## src/rtl/bsn_sync_sched.sv

```systemverilog
module bsn_sync_sched #(
  parameter int BSN_W      = 16,
  parameter int DATA_W     = 8,
  parameter int BLOCK_SIZE = 2,
  parameter int PERIOD     = 45,
  parameter int PIPELINE   = 0
) (
  input  logic              clk,
  input  logic              rst,
  input  logic              ctl_enable,
  input  logic [BSN_W-1:0]  ctl_start_bsn,
  input  logic              ctl_enable_evt,
  input  logic              in_valid,
  input  logic              in_sop,
  input  logic              in_eop,
  input  logic [BSN_W-1:0]  in_bsn,
  input  logic [DATA_W-1:0] in_data,
  output logic              out_valid,
  output logic              out_sop,
  output logic              out_eop,
  output logic              out_sync,
  output logic [BSN_W-1:0]  out_bsn,
  output logic [DATA_W-1:0] out_data,
  output logic              out_start,
  output logic              out_start_interval,
  output logic              out_enable
);

  localparam int CW = $clog2(PERIOD + 1);
  localparam logic [CW-1:0] STEP = CW'(BLOCK_SIZE);
  localparam logic [CW-1:0] WRAP = CW'(PERIOD - BLOCK_SIZE);

  logic          en_r, pend_r, first_r;
  logic [CW-1:0] left_r, left_cur, left_nxt;
  logic          sop_in, qualify, start_now, en_cur, near;

  assign sop_in    = in_valid & in_sop & ~rst;
  assign qualify   = ctl_enable & (in_bsn >= ctl_start_bsn);
  assign start_now = sop_in & qualify & (~en_r | pend_r);
  assign en_cur    = sop_in ? qualify : en_r;
  assign left_cur  = start_now ? '0 : left_r;
  assign near      = left_cur < STEP;
  assign left_nxt  = near ? left_cur + WRAP : left_cur - STEP;

  always_ff @(posedge clk) begin
    if (rst) begin
      en_r   <= 1'b0;
      pend_r <= 1'b0;
      left_r <= '0;
    end else begin
      en_r <= en_cur;
      if (sop_in)
        pend_r <= 1'b0;
      else if (ctl_enable_evt & ctl_enable & en_r)
        pend_r <= 1'b1;
      if (sop_in & en_cur)
        left_r <= left_nxt;
    end
  end

  logic              s_valid, s_sop, s_eop, s_sync, s_start;
  logic [BSN_W-1:0]  s_bsn;
  logic [DATA_W-1:0] s_data;

  assign s_valid = in_valid & en_cur;
  assign s_sop   = in_sop & s_valid;
  assign s_eop   = in_eop & s_valid;
  assign s_sync  = sop_in & en_cur & near;
  assign s_start = start_now;
  assign s_bsn   = en_cur ? in_bsn : '0;
  assign s_data  = en_cur ? in_data : '0;

  generate
    if (PIPELINE == 0) begin : g_direct
      assign out_valid  = s_valid;
      assign out_sop    = s_sop;
      assign out_eop    = s_eop;
      assign out_sync   = s_sync;
      assign out_start  = s_start;
      assign out_bsn    = s_bsn;
      assign out_data   = s_data;
      assign out_enable = en_cur;
    end else begin : g_reg
      always_ff @(posedge clk) begin
        if (rst) begin
          out_valid  <= 1'b0;
          out_sop    <= 1'b0;
          out_eop    <= 1'b0;
          out_sync   <= 1'b0;
          out_start  <= 1'b0;
          out_bsn    <= '0;
          out_data   <= '0;
          out_enable <= 1'b0;
        end else begin
          out_valid  <= s_valid;
          out_sop    <= s_sop;
          out_eop    <= s_eop;
          out_sync   <= s_sync;
          out_start  <= s_start;
          out_bsn    <= s_bsn;
          out_data   <= s_data;
          out_enable <= en_cur;
        end
      end
    end
  endgenerate

  always_ff @(posedge clk) begin
    if (rst)            first_r <= 1'b0;
    else if (out_start) first_r <= 1'b1;
    else if (out_sync)  first_r <= 1'b0;
  end

  assign out_start_interval = ~rst & (out_start | (first_r & ~out_sync));

  logic open_r;
  always_ff @(posedge clk) begin
    if (rst)                              open_r <= 1'b0;
    else if (out_valid & out_eop)         open_r <= 1'b0;
    else if (out_valid & out_sop)         open_r <= 1'b1;
  end

  p_quiet_when_off_r3: assert property (@(posedge clk) disable iff (rst)
    !out_enable |-> !out_valid && !out_sop && !out_eop);

  p_rise_on_sop_r2: assert property (@(posedge clk) disable iff (rst)
    $rose(out_enable) |-> out_valid && out_sop);

  p_start_with_sync_r5: assert property (@(posedge clk) disable iff (rst)
    out_start |-> out_sync && out_sop && out_enable);

  p_sync_on_sop_r6: assert property (@(posedge clk) disable iff (rst)
    out_sync |-> out_sop && out_valid);

  p_interval_start_r7: assert property (@(posedge clk) disable iff (rst)
    out_start |-> out_start_interval);

  p_interval_sync_r7: assert property (@(posedge clk) disable iff (rst)
    out_sync && !out_start |-> !out_start_interval);

  p_interval_hold_r7: assert property (@(posedge clk) disable iff (rst)
    out_start_interval && !out_sync |=> out_start_interval || out_sync);

  p_no_cut_block_r9: assert property (@(posedge clk) disable iff (rst)
    out_valid && !out_sop |-> open_r);

  p_off_between_blocks_r9: assert property (@(posedge clk) disable iff (rst)
    $fell(out_enable) |-> !open_r);

endmodule

```

## config.mk

```make
export PLATFORM = sky130hd
export DESIGN_NAME = bsn_sync_sched
export DESIGN_NICKNAME = d
export VERILOG_FILES = /design/src/rtl/bsn_sync_sched.sv
export SDC_FILE = /design/constraint.sdc
export NUM_CORES = 1
export LEC_CHECK = 0
export BUFFER_PORTS_ARGS = -buffer_cell sky130_fd_sc_hd__buf_4
export CAP_MARGIN = 40
export CORE_MARGIN = 4
export CORE_UTILIZATION = 43
export CTS_CLUSTER_SIZE = 12
export DETAILED_ROUTE_END_ITERATION = 6
export PLACE_DENSITY_LB_ADDON = 0.08
export REMOVE_ABC_BUFFERS = 1
export SLEW_MARGIN = 20
export SYNTH_ARGS = -nofsm -noshare
export SYNTH_HDL_FRONTEND = slang
export SYNTH_SLANG_ARGS = --single-unit
export TNS_END_PERCENT = 100
```

## constraint.sdc

```tcl
create_clock -name clk -period 4.7 [get_ports clk]
set_clock_uncertainty 0.05 [all_clocks]
set_input_delay 0.94 -clock clk [delete_from_list [all_inputs] [get_ports clk]]
set_output_delay 0.94 -clock clk [all_outputs]
set_load 0.005 [all_outputs]
```

==> results.md, run 1 <==
* Post-route core utilization at 0.707
* Total number of vias at between 1000 and 1500
* CTS Buf Count at 3
* Dpl cells at ~260
* GRT overflow at 0
* Largest net degree at the start of global routing at 27
* Tcrit/Tclk final at 0.851
* Worst skew pair latency at 0.27 ns
* Vias in the first global route at 1240
* IO Count at 78
* Worst VDD drop at 0.000197 V
* Layout cells sized above 1 at 0.472
* CTS H-tree lvls at 1
* Setup slack, reg-to-reg at ~2.7 ns
* CTS max path bufs at 2
* Global-route wire length before repair at a little over 5000 um
* Hold Buf Count CTS at 0
* Pint at ~0.16 mW
* Cells after synthesis at 150
* Slew Viols, Final at 0
* Async SR Flop Fraction at 0
* Antenna Nets Post-Route at 0
* Cell with the most instances after synthesis: ha_1
* GRT Total Usage at 0.180
* Num rows at 18
* Mapped Area at approximately 1200 sq um
* Nets at 297
* Post CTS Setup Buffer Count at 0
* DP Worst Slack at 0.696 ns
* Synthesized flop and latch total at 9
* Fin worst setup slack at around 0.7 ns
* Capture point of the worst reg-to-reg path: left_r[3]
* Worst hold path endpoint: left_r[4]
* CTS resizes at 0
* Synth cell count leaders: ha_1, and2_4, inv_1
* Wire per inst at 12.3 um
* Worst Hold Class: flip-flop to flip-flop
* Max-cap viol count at 0
* Highest Clock Rate at 250 MHz
* Post-synth cell types at 39
* Initial drt markers at 27
* Initial core utilization at 0.468
* Gpl congestion at 0.899
* Chip height at 61.1 um
* Multi-input gate area at 926 sq um
* Crit Reg-Reg Startpoint: pend_r
* Yosys top cell area share at 0.207
* Core Box Area at 2590 sq um
* CTS tree: built
* Die Wd at 61.1 um
* Post-DR vias/cell at 5.11
* PortBufs at 77
* WL final at 3180 um
* Crit start category: input pin
* Critical setup path kind: input pin to primary output
* Status: complete, no violations
* Hold_sp: left_r[4]
* Pwr per Cell Area at ~130 nW/um^2
* Area added between synthesis and finish at 51.2%
* Synth area leader: ha_1
* Die ar. at between 3000 and 4000 sq um
* # diodes at 0
* Req. time, crit path at 3.71 ns
* Fin Hold WS at 0.450 ns
* Final HPWL DP at 2710 um
* Endpoints failing setup at 0
* WHS Path Cells at 2
* Final Non-Filler Cells at 259
* Setup TNS at 0 ns
* Most common flop cell mapped by yosys: dfxtp_1
* Cell Area, Placed at 1800 sq um
* DR pass1 iterations at 4
* CP endpoint kind: primary output
* Clock root cell: clkbuf_4
* Max Fanout on Critical Path at 9
* Clock Power Share at 0.270
* Syn avg cell area at between 8 and 9 sq um
* Filler instances at 223
* Tot Pwr at approximately 0.24 mW
* Reg power frac at 0.337
* Final hold violations at 0
* Arrival time at the worst endpoint at 3.01 ns
* RSZ-0062 raised after global routing: false
* Max-slew headroom at the worst pin at 0.589
* Minimum period implied by the final worst setup slack at 4.00 ns
* DRC errors left at 0
* Post-synth EDFFs at 0
* Leakage Power at 0.993 nW
* Sw Share at 0.305
* Worst-path clk slew at roughly 0.06 ns
* Initial antenna violation count at 0
* Area contributors post-synth: ha_1, dfxtp_1, and2_4
* Yosys warnings at 0
* Sequential share of the synthesized area at 0.149
* Register area at 180 sq um
* Logic pwr share at 0.393
* Sw Pwr at 0.0719 mW
* Sink Count at 9
* Post-route cell area at 1830 sq um
* R2r worst-path depth at 8
* Least-Margin Pin Slew at 0.610 ns
-- cell families (layout without fill, tap and decap cells) --
family | Yosys count | in the layout | share of synthesized area
AO/OA/AOI/OAI | 39 | 39 | 0.237
adder cells (fa/ha/maj) | 20 | 20 | 0.207
buffers and inverters | 22 | 101 | 0.0868
flip-flops | 9 | 9 | 0.149
AND/OR/NAND/NOR | 60 | 60 | 0.321
-- cells in the final DEF (no fill, tap or decap), drive strengths merged, types with 3 or more instances in the layout --
| cell | count |
|---|---|
| nor2 | 8 |
| buf | 79 |
| ha | 20 |
| clkbuf | 3 |
| a211oi | 3 |
| and2 | 26 |
| a21oi | 12 |
| a21o | 5 |
| inv | 18 |
| o21ai | 6 |
| dfxtp | 9 |
| nand2 | 11 |
-- sequential cells by signal (all words and copies together) (netlist names) --
| register | flops |
|---|---|
| left_r | 6 |
| en_r | 1 |
| first_r | 1 |
| pend_r | 1 |
-- power by group through the flow --
stage | Combinational [mW] | Clock [mW] | Sequential [mW]
after floorplan | 0.0433 | 0 | 0.0808
after global placement | 0.0904 | 0 | 0.0812
after detailed placement | 0.0932 | 0 | 0.0812
after CTS | 0.0939 | 0.0648 | 0.0795
after global routing | 0.104 | 0.0701 | 0.0797
final | 0.0927 | 0.0635 | 0.0795
-- worst max-delay path, cell delays in order --
cell and delay (ns):
buf_4 0.11, ha_1 0.28, nand4_1 0.14, or3_1 0.41
nor4_2 0.37, o31ai_4 0.14, buf_4 0.20, o21ai_1 0.19
a21oi_1 0.09, buf_4 0.14
-- final cells by class --
class                      count  share of cell area
multi-input combinational    119               0.505
clock buffer                   3              0.0123
tap                           30              0.0205
clock inverter                 1             0.00273
sequential                     9              0.0984
timing repair buffer          79               0.324
inverter                      18              0.0369
-- layer usage --
layer,global-route usage,vias to the layer above,part of all wire
li1,-,685,-
met1,0.199,576,0.38
met2,0.338,62,0.50
met3,0.0566,0,0.12
met4,0.0279,0,0
met5,0,-,0
-- worst max-delay path by stage --
stage / from / end / slack [ns] / cells past startpoint
floorplan: ctl_start_bsn[13] / out_eop / 0.86 / 8
global placement: ctl_start_bsn[13] / out_eop / 0.74 / 10
detailed placement: in_bsn[13] / out_start_interval / 0.70 / 10
CTS: in_bsn[13] / out_start_interval / 0.67 / 10
global route: in_bsn[15] / out_start_interval / 0.50 / 10
finish: in_bsn[13] / out_start_interval / 0.70 / 10
No activity file was read; power rests on OpenSTA's default activity.
==> inputs of run 2 (changes only) <==
Settings changed: CORE_MARGIN 4 to 2, PLACE_DENSITY set to 0.81, PLACE_DENSITY_LB_ADDON 0.08 to unset.
==> run 2 against run 1 <==
  * Final area down 0.41%
  * Worst hold slack worse by 0.0017 ns
  * Highest routed layer is now met4
  * Combinational power about the same
  * Fmax down 2.8%
  * Register-to-register slack about the same
==> results.md, run 2 (same netlist as run 1, synthesis figures left out) <==
* Critical path cell sequence: buf_4 > inv_1 > ha_1 > nand4_1 > or3_1 > nor4_2 > o31a_1 > nand2_2 > a21oi_1 > buf_4 (was buf_4 > ha_1 > nand4_1 > or3_1 > nor4_2 > o31ai_4 > buf_4 > o21ai_1 > a21oi_1 > buf_4)
* Nets at 296 (was 297)
* IO Count at 78 (unchanged)
* Commonest non-fill, non-tap cell in the layout: buf_4 (unchanged)
* Hold Buf Count CTS at 0 (unchanged)
* Register area at 180 sq um (unchanged)
* Final HPWL DP at 2650 um (was 2710 um)
* Max-cap viol count at 0 (unchanged)
* Max FFs per register at 6 (unchanged)
* Worst Hold Class: flip-flop to flip-flop (unchanged)
* GRT Total Usage at 0.201 (was 0.180)
* Max-slew headroom at the worst pin at 0.606 (was 0.589)
* Slew Viols, Final at 0 (unchanged)
* Max Fanout on Critical Path at 9 (unchanged)
* Num rows at 19 (was 18)
* # diodes at 0 (unchanged)
* Minimum period implied by the final worst setup slack at 4.12 ns (was 4.00 ns)
* Tcrit/Tclk final at 0.876 (was 0.851)
* Highest Clock Rate at 243 MHz (was 250 MHz)
* Multi-input gate area at 926 sq um (unchanged)
* Post-route core utilization at 0.673 (was 0.707)
* CP endpoint kind: primary output (unchanged)
* Slowest-stage cell, CP: o31a_1 (was or3_1)
* Post CTS Setup Buffer Count at 0 (unchanged)
* Critical setup path kind: input pin to primary output (unchanged)
* DRC errors left at 0 (unchanged)
* Global-route wire length before repair at 5240 um (was 5130 um)
* Largest net degree at the start of global routing at 27 (unchanged)
* Crit Reg-Reg Startpoint: pend_r (unchanged)
* Worst VDD drop at 0.000125 V (was 0.000197 V)
* GRT overflow at 0 (unchanged)
* Least-Margin Pin Slew at 0.584 ns (was 0.610 ns)
* Area added between synthesis and finish at 50.6% (was 51.2%)
* Vias in the first global route at 1306 (was 1240)
* Delay of the slowest critical-path stage at 0.43 ns (was 0.41 ns)
* PortBufs at 77 (unchanged)
* CP most frequent cell: buf_4 (unchanged)
* CTS resizes at 0 (unchanged)
* Core Box Area at 2710 sq um (was 2590 sq um)
* Antenna Nets Post-Route at 0 (unchanged)
* Endpoints failing setup at 0 (unchanged)
* Chip height at 57.1 um (was 61.1 um)
* WL final at 3100 um (was 3180 um)
* R2r worst-path depth at 8 (unchanged)
* Post-DR vias/cell at 5.14 (was 5.11)
* Layout cells sized above 1 at 0.465 (was 0.472)
* Req. time, crit path at 3.71 ns (about the same)
* WHS Path Cells at 2 (unchanged)
* Die Wd at 57.1 um (was 61.1 um)
* Commonest non-fill, non-tap cells in the layout: buf_4, ha_1, and2_4 (unchanged)
* Worst-path clk slew at 0.06 ns (about the same)
* Pwr per Cell Area at 129 nW/um^2 (about the same)
* Status: complete, no violations (unchanged)
* Hold_sp: left_r[4] (unchanged)
* Worst skew pair latency at 0.27 ns (about the same)
* Initial antenna violation count at 0 (unchanged)
* Leakage Power at 0.985 nW (was 0.993 nW)
* Final hold violations at 0 (unchanged)
* Filler instances at 242 (was 223)
* CTS Buf Count at 3 (unchanged)
* Initial core utilization at 0.447 (was 0.468)
* Largest register by flop count: left_r (unchanged)
* CTS tree: built (unchanged)
* DR pass1 iterations at 4 (unchanged)
* RSZ-0062 raised after global routing: false (unchanged)
* Die ar. at 3260 sq um (was 3730 sq um)
* Setup TNS at 0 ns (unchanged)
* Worst setup startpoint: ctl_start_bsn[13] (was in_bsn[13])
* CTS max path bufs at 2 (unchanged)
* Gpl congestion at 0.838 (was 0.899)
* Total number of vias at 1330 (was 1323)
* Initial drt markers at 28 (was 27)
* Arrival time at the worst endpoint at 3.13 ns (was 3.01 ns)
* Clock root cell: clkbuf_4 (unchanged)
* Wire per inst at 11.9 um (was 12.3 um)
* Crit start category: input pin (unchanged)
* CTS H-tree lvls at 1 (unchanged)
* Sink Count at 9 (unchanged)
## run 2: changes by cell type in the layout (fill, tap and decap cells not counted), sizes merged
| cell | before | now |
|---|---|---|
| clkbuf | 3 | 4 |
| clkinv | 1 | 0 |
| buf | 79 | 78 |
## run 2: power by group
part,switching [mW],total (mW),internal [mW]
clock network,0.0296,0.0624,0.0329
registers,0.00175,0.0796,0.0778
logic,0.0384,0.0925,0.0541
## run 2: worst max-delay path: cells and delay by family
kind	cells	cell delay, ns
compound gates	2	0.59
fa+ha+maj	1	0.28
buf+inv	3	0.23
simple gates	4	1.07
## run 2: per-stage QoR
| stage | instance area [sq um] | setup WS (ns) | power, mW | instances | hold slack (ns) |
|---|---|---|---|---|---|
| floorplan | 1170 | 0.864 | 0.124 | 146 | 0.407 |
| global placement | 1800 | 0.609 | 0.173 | 255 | 0.432 |
| detailed placement | 1800 | 0.563 | 0.175 | 255 | 0.438 |
| CTS | 1820 | 0.578 | 0.237 | 259 | 0.446 |
| global route | 1820 | 0.337 | 0.251 | 259 | 0.481 |
| finish | 1820 | 0.585 | 0.235 | 259 | 0.448 |
## run 2: layout make-up
class,instances,area share
inverters,18,0.0370
multi-input cells,119,0.508
clock buffers,4,0.0144
flip-flops and latches,9,0.0988
repair buffers,78,0.321
well taps,31,0.0213
## run 2: worst paths after layout
path	endpoint	slack (ns)
setup / recovery	out_start_interval	0.58
hold / removal	left_r[4]	0.45
setup reg to reg	left_r[3]	2.73
hold reg to reg	left_r[4]	0.45
## run 2: metal layers
| metal | up-vias | part of all wire | GRT usage |
|---|---|---|---|
| met5 | - | 0 | 0 |
| met2 | 56 | 0.50 | 0.361 |
| met3 | 9 | 0.069 | 0.0317 |
| met4 | 0 | 0.030 | 0.110 |
| li1 | 683 | - | - |
| met1 | 582 | 0.40 | 0.225 |
